==> src/rtl/thr_pkg.sv <==
package thr_pkg;
   typedef enum logic [3:0] {
      TTS_READY = 4'b1000,
      TTS_BUSY  = 4'b0100,
      TTS_OVFW  = 4'b0001,
      TTS_ERROR = 4'b1100
   } tts_e;
endpackage

==> src/rtl/thr_link_merge.sv <==
module thr_link_merge #(
   parameter int N_LINKS = 12
) (
   input  logic               clk,
   input  logic               rst,
   input  logic [N_LINKS-1:0] en,
   input  logic [N_LINKS-1:0] ow,
   input  logic [N_LINKS-1:0] busy,
   input  logic [N_LINKS-1:0] err,
   output logic               any_ow,
   output logic               any_busy
);
   logic [N_LINKS-1:0] held_ow, held_busy;
   logic [N_LINKS-1:0] eff_ow, eff_busy;

   for (genvar i = 0; i < N_LINKS; i++) begin : g_link
      always_ff @(posedge clk) begin
         if (rst) begin
            held_ow[i]   <= 1'b0;
            held_busy[i] <= 1'b0;
         end else if (!err[i]) begin
            held_ow[i]   <= ow[i];
            held_busy[i] <= busy[i];
         end
      end

      assign eff_ow[i]   = en[i] & (err[i] ? held_ow[i]   : ow[i]);
      assign eff_busy[i] = en[i] & (err[i] ? held_busy[i] : busy[i]);

      // consecutive error crossings keep the effective flags frozen
      a_r5_frozen_flags : assert property (@(posedge clk) disable iff (rst)
         (err[i] && en[i]) |=> ((err[i] && en[i]) -> ($stable(eff_ow[i]) && $stable(eff_busy[i]))));
   end

   assign any_ow   = |eff_ow;
   assign any_busy = |eff_busy;
endmodule

==> src/rtl/thr_rate_window.sv <==
module thr_rate_window #(
   parameter int WINDOW = 12000,
   parameter int LIMIT  = 30
) (
   input  logic clk,
   input  logic rst,
   input  logic l1a,
   output logic rate_warn
);
   localparam int DEPTH = LIMIT + 1;
   localparam int TS_W  = $clog2(WINDOW) + 1;
   localparam int PTR_W = $clog2(DEPTH);
   localparam int OCC_W = $clog2(DEPTH + 1);
   localparam logic [TS_W-1:0]  WIN_TS   = TS_W'(WINDOW);
   localparam logic [OCC_W-1:0] OCC_FULL = OCC_W'(DEPTH);
   localparam logic [PTR_W-1:0] PTR_LAST = PTR_W'(DEPTH - 1);

   if (LIMIT < 1)       begin : g_bad_limit  $error("LIMIT must be at least 1"); end
   if (WINDOW <= LIMIT) begin : g_bad_window $error("WINDOW must exceed LIMIT"); end

   logic [TS_W-1:0]  now_q;
   logic [TS_W-1:0]  ts_mem [DEPTH];
   logic [PTR_W-1:0] rd_ptr, wr_ptr;
   logic [OCC_W-1:0] occ;
   logic             hold_q;
   logic [TS_W-1:0]  age;
   logic             expire, full, drop, pop;

   function automatic logic [PTR_W-1:0] ptr_inc(input logic [PTR_W-1:0] p);
      return (p == PTR_LAST) ? '0 : p + 1'b1;
   endfunction

   always_comb begin
      age    = now_q - ts_mem[rd_ptr];
      expire = (occ != '0) && (age >= WIN_TS);
      full   = (occ == OCC_FULL);
      drop   = l1a && full && !expire;
      pop    = expire || drop;
   end

   always_ff @(posedge clk) begin
      if (l1a) ts_mem[wr_ptr] <= now_q;
   end

   always_ff @(posedge clk) begin
      if (rst) begin
         now_q  <= '0;
         rd_ptr <= '0;
         wr_ptr <= '0;
         occ    <= '0;
         hold_q <= 1'b0;
      end else begin
         now_q  <= now_q + 1'b1;
         if (l1a) wr_ptr <= ptr_inc(wr_ptr);
         if (pop) rd_ptr <= ptr_inc(rd_ptr);
         occ    <= occ - OCC_W'(pop) + OCC_W'(l1a);
         hold_q <= full;
      end
   end

   assign rate_warn = full | hold_q;

   a_r6_occ_bounded : assert property (@(posedge clk) disable iff (rst)
      occ <= OCC_FULL);
   a_r6_full_needs_accept : assert property (@(posedge clk) disable iff (rst)
      (!full && !l1a) |=> !full);
   a_r7_hold_after_full : assert property (@(posedge clk) disable iff (rst)
      full |=> rate_warn);
endmodule

==> src/rtl/thr_err_timer.sv <==
module thr_err_timer #(
   parameter int N_LINKS = 12,
   parameter int ERR_W   = 16
) (
   input  logic               clk,
   input  logic               rst,
   input  logic [N_LINKS-1:0] en,
   input  logic [N_LINKS-1:0] err,
   input  logic               resync,
   input  logic [ERR_W-1:0]   err_limit,
   output logic               err_sticky
);
   logic [N_LINKS-1:0] too_long;

   for (genvar i = 0; i < N_LINKS; i++) begin : g_cnt
      logic [ERR_W-1:0] run_q;
      logic             active;
      assign active      = en[i] & err[i];
      assign too_long[i] = active && (run_q >= err_limit);

      always_ff @(posedge clk) begin
         if (rst || resync || !active) run_q <= '0;
         else if (run_q != '1)         run_q <= run_q + 1'b1;
      end
   end

   always_ff @(posedge clk) begin
      if (rst || resync) err_sticky <= 1'b0;
      else if (|too_long) err_sticky <= 1'b1;
   end

   a_r8_resync_clears : assert property (@(posedge clk) disable iff (rst)
      resync |=> !err_sticky);
   a_r8_sticky_holds : assert property (@(posedge clk) disable iff (rst)
      (err_sticky && !resync) |=> err_sticky);
   a_r4_masked_no_error : assert property (@(posedge clk) disable iff (rst)
      (!err_sticky && (en & err) == '0) |=> !err_sticky);
endmodule

==> src/rtl/thr_state_gen.sv <==
module thr_state_gen
   import thr_pkg::*;
#(
   parameter int N_LINKS = 12,
   parameter int WINDOW  = 12000,
   parameter int LIMIT   = 30,
   parameter int ERR_W   = 16
) (
   input  logic               clk,
   input  logic               rst,
   input  logic [N_LINKS-1:0] link_en,
   input  logic [N_LINKS-1:0] link_ow,
   input  logic [N_LINKS-1:0] link_busy,
   input  logic [N_LINKS-1:0] link_err,
   input  logic               l1a,
   input  logic               resync,
   input  logic [ERR_W-1:0]   err_limit,
   output logic [3:0]         tts_code,
   output logic [3:0]         evt_tts
);
   if (N_LINKS < 1) begin : g_bad_links $error("N_LINKS must be at least 1"); end
   if (ERR_W < 1)   begin : g_bad_errw  $error("ERR_W must be at least 1"); end

   logic any_ow, any_busy, rate_warn, err_sticky;
   tts_e code_nxt;

   thr_link_merge #(.N_LINKS(N_LINKS)) u_merge (
      .clk(clk), .rst(rst), .en(link_en), .ow(link_ow), .busy(link_busy),
      .err(link_err), .any_ow(any_ow), .any_busy(any_busy));

   thr_rate_window #(.WINDOW(WINDOW), .LIMIT(LIMIT)) u_rate (
      .clk(clk), .rst(rst), .l1a(l1a), .rate_warn(rate_warn));

   thr_err_timer #(.N_LINKS(N_LINKS), .ERR_W(ERR_W)) u_err (
      .clk(clk), .rst(rst), .en(link_en), .err(link_err), .resync(resync),
      .err_limit(err_limit), .err_sticky(err_sticky));

   always_comb begin
      if (err_sticky)               code_nxt = TTS_ERROR;
      else if (any_ow || rate_warn) code_nxt = TTS_OVFW;
      else if (any_busy)            code_nxt = TTS_BUSY;
      else                          code_nxt = TTS_READY;
   end

   always_ff @(posedge clk) begin
      if (rst) begin
         tts_code <= TTS_READY;
         evt_tts  <= TTS_READY;
      end else begin
         tts_code <= code_nxt;
         if (l1a) evt_tts <= tts_code;
      end
   end

   a_r2_legal_code : assert property (@(posedge clk) disable iff (rst)
      tts_code inside {TTS_READY, TTS_BUSY, TTS_OVFW, TTS_ERROR});
   a_r8_error_out : assert property (@(posedge clk) disable iff (rst)
      err_sticky |=> tts_code == TTS_ERROR);
   a_r9_evt_stable : assert property (@(posedge clk) disable iff (rst)
      !l1a |=> $stable(evt_tts));
   a_r10_recover : assert property (@(posedge clk) disable iff (rst)
      (!err_sticky && !rate_warn && !any_ow && !any_busy) |=> tts_code == TTS_READY);
endmodule

==> config.mk <==
export PLATFORM = sky130hd
export DESIGN_NAME = thr_state_gen
export DESIGN_NICKNAME = d
export VERILOG_FILES = /design/src/rtl/thr_pkg.sv /design/src/rtl/thr_link_merge.sv /design/src/rtl/thr_rate_window.sv /design/src/rtl/thr_err_timer.sv /design/src/rtl/thr_state_gen.sv
export SDC_FILE = /design/constraint.sdc
export NUM_CORES = 1
export LEC_CHECK = 0
export ABC_AREA = 1
export BUFFER_PORTS_ARGS = -buffer_cell sky130_fd_sc_hd__buf_2
export CAP_MARGIN = 20
export CORE_AREA = 2 2 283 285
export DETAILED_ROUTE_END_ITERATION = 10
export DIE_AREA = 0 0 285 287
export SETUP_SLACK_MARGIN = 0.02
export SKIP_CTS_REPAIR_TIMING = 1
export SYNTH_ARGS = -nofsm -noshare
export SYNTH_HDL_FRONTEND = slang
export SYNTH_SLANG_ARGS = --single-unit
==> constraint.sdc <==
create_clock -name clk -period 12.7 [get_ports clk]
set_input_delay 1.27 -clock clk [delete_from_list [all_inputs] [get_ports clk]]
set_output_delay 1.27 -clock clk [all_outputs]
set_load 0.02 [all_outputs]
# After elaboration in Yosys (flattened, before gate mapping)
# Memory sizes are Yosys's and may differ from the RTL's. A register that Yosys moved wholly into a read port is not among the register bits.
# Index checks and enable logic that the tools add are counted.
[classes]
add_sub_neg = 18
n_div = 0
reduce_logical = 49
n_eq_ne = 15
muxes = 33
bitwise = 37
n_shift = 0
n_mul = 0
magnitude_cmp = 13
[op_table]
columns = ["cell", "n"]
rows = [
  ["$add 16x1->16 const B", 12],
  ["$ge 16x16->1", 12],
  ["$ne 16x16->1 const B", 12],
  ["$and 1x1->1", 36],
  ["$reduce_or 12->1", 3],
  ["$mux 1", 26],
  ["$mux 5", 4],
  ["$add 15x1->15 const B", 1],
  ["$eq 5x5->1 const B", 3],
  ["$ge 15x14->1 const B", 1],
  ["$logic_and 1x1->1", 15],
  ["$logic_or 1x1->1", 15],
  ["$sub 15x15->15", 1],
  ["$logic_not 1->1", 13],
  ["$add 5x1->5 const B", 2],
  ["$mux 4", 2],
  ["$add 5x1->5", 1],
  ["$reduce_bool 5->1", 1],
  ["$sub 5x1->5", 1],
  ["$mux 3", 1],
  ["$reduce_or 3->1", 1],
  ["$reduce_or 2->1", 1],
  ["$or 1x1->1", 1],
]
[word_totals]
wordCells = 212
latchBits = 0
ram_bits = 465
out_inout_bits = 8
regBits = 256
rom_bits = 0
memories = 1
inputBits = 68
[mem_list]
columns = ["name", "words", "word_bits", "read_ports", "rd_ports_with_merged_regs", "wr", "line", "rtl"]
rows = [
  ["u_rate.ts_mem", 31, 15, 1, 1, 1, "thr_rate_window.sv:22", "logic [TS_W-1:0] ts_mem [DEPTH];"],
]

# Longest topological paths before layout
[depth]
depth_word = 8
ltp_mapped = 38
ltp_nobuf = 34

# Modules after synthesis
# A second synthesis with hierarchy kept.
[unflattened]
cells_unflattened = 3943
area_unflattened_um2 = 35925.7
[modules_own_cells]
columns = ["module", "seq_area_each_um2", "cells_each", "area_each_um2", "instances"]
rows = [
  ["thr_rate_window", 14684.1, 1722, 20693.6, 1],
  ["thr_err_timer", 3863.7, 1973, 13756.9, 1],
  ["thr_link_merge", 480.5, 220, 1251.2, 1],
  ["thr_state_gen", 120.1, 28, 224.0, 1],
]

# Worst setup path before layout
# No wires, ideal clock.
[synth_timing]
path_kind = "reg-to-reg"
startpoint = "reg (tool-made name)"
endpoint = "reg u_rate.occ[4]"
slack_ns = 8.365
n_path_buf = 4
setup_ns = 0.128
synth_period_minus_slack_ns = 4.335
t_arrival_ns = 4.206
required_time_ns = 12.572
path_stages_with_launch = 31
path_cell_list = "dfxtp_1 > buf_4 > inv_2 > buf_6 > buf_2 > clkbuf_1 > o21ai_0 > o221ai_1 > nand3_1 > a21oi_1 > a21oi_1 > ha_1 > a21oi_1 > nor2_1 > o21ai_0 > nand4_1 > nand2_1 > nand2_1 > nand2_1 > nand3_2 > nand2_4 > nand2_4 > ha_1 > inv_1 > ha_1 > inv_1 > fa_1 > nor3_1 > a211oi_1 > o21ai_0 > a21oi_1"
[synth_rtl]
columns = ["element", "line", "rtl"]
rows = [
  ["end signal: assignment", "thr_rate_window.sv:56", "occ <= occ - OCC_W'(pop) + OCC_W'(l1a);"],
  ["end: declaration", "thr_rate_window.sv:24", "logic [OCC_W-1:0] occ;"],
]

==> impl_results.md <==
* Status: finished, final reports clean
* I/O Buffers at 73
* Final wirelength at 94100 µm
* Synth top area share at 39.7%
* CTS root buf: clkbuf_16
* Post-synthesis area per instance at 9.55 µm²
* Combinational power share at 22.7%
* CTS sink count at 724
* Minimum clock period at 6.57 ns
* Ports at 76
* Number of synthesized flops with an enable pin at 465
* Nets@finish at 4091
* Final setup margin at 6.13 ns
* Reg2reg setup slack at 6.13 ns
* Layout cells sized above 1 at 7.64%
* Clock power share at 36.5%
* Max-cap viol count at 0
* Seq/Total Area, Yosys at 54.4%
* Peak Freq at 0.152 GHz
* Final TNS setup at 0 ns
* Via Count at 26.7k
* Chip height at 287 µm
* H-tree depth at 3
* Worst-path maximum fanout at 94
* P&R area growth vs syn at 12.1%
* Post-route ant nets at 0
* Vias in the first global route at 25.5k
* # diodes at 0
* Gr usage total at 23.0%
* CTS Buf Count at 79
* Yosys reg bits at 724
* Drt drc at 0
* Min Hold Slack at 0.444 ns
* Pwr Density at 159 nW/µm²
* First-pass GRT wire length at 146000 µm
* Final period util at 51.8%
* CTS tree: yes
* Crit Path Class: reg2reg
* Post-DP Area at 36800 µm²
* Grt ovf at 0
* Slowest cell on crit path: buf_4
* Mapped Cells at 3683
* Most common cell in the netlist: nand2_1
* Final HPWL DP at 59000 µm
* Pre-CTS setup slack at 6.21 ns
* Worst Path Buf+Inv at 7
* Row count at 103
* Cell variety after synth at 56
* Arrival time of the worst setup path at 7.10 ns
* CP endpoint kind: register
* Initial Util at 44.7%
* Data required, critical path at 13.23 ns
* Layout Cell Area excl Fill at 39400 µm²
* Antenna violations before repair at 5
* Fin. Hold Viols at 0
* Clk pin slew, worst setup/hold paths at 0.06 ns
* Die area at 81800 µm²
* Top post-synthesis cells by count: 504 x nand2_1, 465 x edfxtp_1, 430 x nor2_1
* Worst path top cell family by delay: buffers and inverters
* Gp weighted congestion at 0.899
* Min-Delay Path Class: reg2reg
* DR vias/cell at 5.45
* Clock Path Buffers at 3
* Largest stage delay, worst path at 0.80 ns
* Worst setup SP type: register
* Slew margin rel. at 31.1%
* Area contributors post-synth: edfxtp_1 40%, dfxtp_1 15%, ha_1 8.3%
* Clock latency at the later pin of the worst-skew pair at 0.65 ns
* Int Power at 4.26 mW
* Setup Skew at 0.0547 ns
* Largest net degree at the start of global routing at 226
* Die width at 285 µm
* Initial DRT Pass Iterations at 6
* Sequential share of power at 40.9%
* Drt wl/cell at 19.2 µm
* Top FF cell, synth: edfxtp_1
* Initial drt markers at 2104
* Synth warn at 0
* Max-slew violations at 0
* Worst VDD drop at 133 µV
* CORE AREA at 78600 µm²
* Net Switching at 2.01 mW
* Cell Area, Synth at 35200 µm²
* Least-Margin Pin Slew at 1.03 ns
* Final setup violating endpoints at 0
* Synth area leader: edfxtp_1
* Switching share of power at 32.1%
* # fillers at 7343
* RSZ-0062 raised after global routing: false
* Leakage at 15.8 nW
* Ys async rst share at 0%
## sequential cells by signal, indices dropped and copies added, names as in the netlist, named ones only
| name | flops |
|---|---|
| evt_tts | 3 |
| tts_code | 3 |
| u_err.err_sticky | 1 |
| u_err.g_cnt.run_q | 192 |
| u_merge.held_busy | 12 |
| u_merge.held_ow | 12 |
| u_rate.hold_q | 1 |
| u_rate.now_q | 15 |
| u_rate.occ | 5 |
| u_rate.rd_ptr | 5 |
| u_rate.ts_mem | 465 |
| u_rate.wr_ptr | 5 |
## worst register-to-register path, delay by kind of cell, from the launching register on
kind | cells | cell delay, ns
buf+inv | 7 | 2.17
fa+ha+maj | 4 | 1.19
xor+xnor | 1 | 0.15
simple gates | 10 | 1.04
compound gates | 8 | 1.53
flops | 1 | 0.36
## power groups by stage
stage | logic [mW] | registers, mW | clock network [mW]
after global routing | 1.60 | 2.57 | 2.42
after detailed placement | 1.41 | 2.61 | 0
after CTS | 1.42 | 2.56 | 2.33
final | 1.42 | 2.56 | 2.29
after floorplan | 0.998 | 2.59 | 0
after global placement | 1.41 | 2.61 | 0
## path summary, 6_finish.rpt
kind                    start  cells after the start             to
max                  register                     30  u_rate.occ[4]
min          u_err.err_sticky                      1    tts_code[0]
max reg2reg          register                     30  u_rate.occ[4]
min reg2reg  u_err.err_sticky                      1    tts_code[0]
## layout make-up
cell class                      instances  area [µm²]  share of cell area, %
Inverter                              371        1400                   3.55
Timing Repair Buffer                  133         828                   2.10
Multi-Input combinational cell       2480       14100                   35.8
Clock inverter                         36         425                   1.08
Tap cell                             1050        1310                   3.33
Sequential cell                       724       19200                   48.6
Clock buffer                          106        2170                   5.50
## layer usage
layer / vias up / routed length [µm] / global-route usage (%) / share of wire, %
li1: 13130 / - / - / -
met5: - / 23 / 0 / 0.024
met3: 121 / 5520 / 3.58 / 5.9
met1: 12731 / 42800 / 31.6 / 45
met2: 707 / 43900 / 38.1 / 47
met4: 4 / 1880 / 6.16 / 2.0
## cell usage in the layout, fill, tap and decap left out, drive strengths merged, types with 44 or more instances in the layout
| cell | count |
|---|---|
| xor2 | 44 |
| o22ai | 50 |
| nor2 | 440 |
| ha | 233 |
| nand2 | 508 |
| inv | 371 |
| buf | 133 |
| nor3 | 84 |
| o21ai | 344 |
| dfxtp | 259 |
| a21oi | 278 |
| nand3 | 231 |
| clkbuf | 106 |
| edfxtp | 465 |
## metrics by stage
| stage | utilization (%) | power (mW) | std cells |
|---|---|---|---|
| finish | 50.1 | 6.27 | 4900 |
| global route | 50.1 | 6.59 | 4900 |
| CTS | 50.1 | 6.31 | 4900 |
| detailed placement | 46.9 | 4.03 | 4758 |
| global placement | 46.9 | 4.02 | 4758 |
| floorplan | - | 3.59 | 3684 |
## cell families (layout without fill, tap and decap cells)
logic type,after synthesis,count (layout),share of synthesized area (%)
mux,24,24,0.683
xor+xnor,81,81,2.02
fa+ha+maj,234,234,8.35
flops,724,724,54.4
simple gates,1339,1339,16.5
buf+inv,480,646,5.39
compound gates,800,800,12.6
other cells,1,2,0.0107
(Power assumes the default switching activity.)
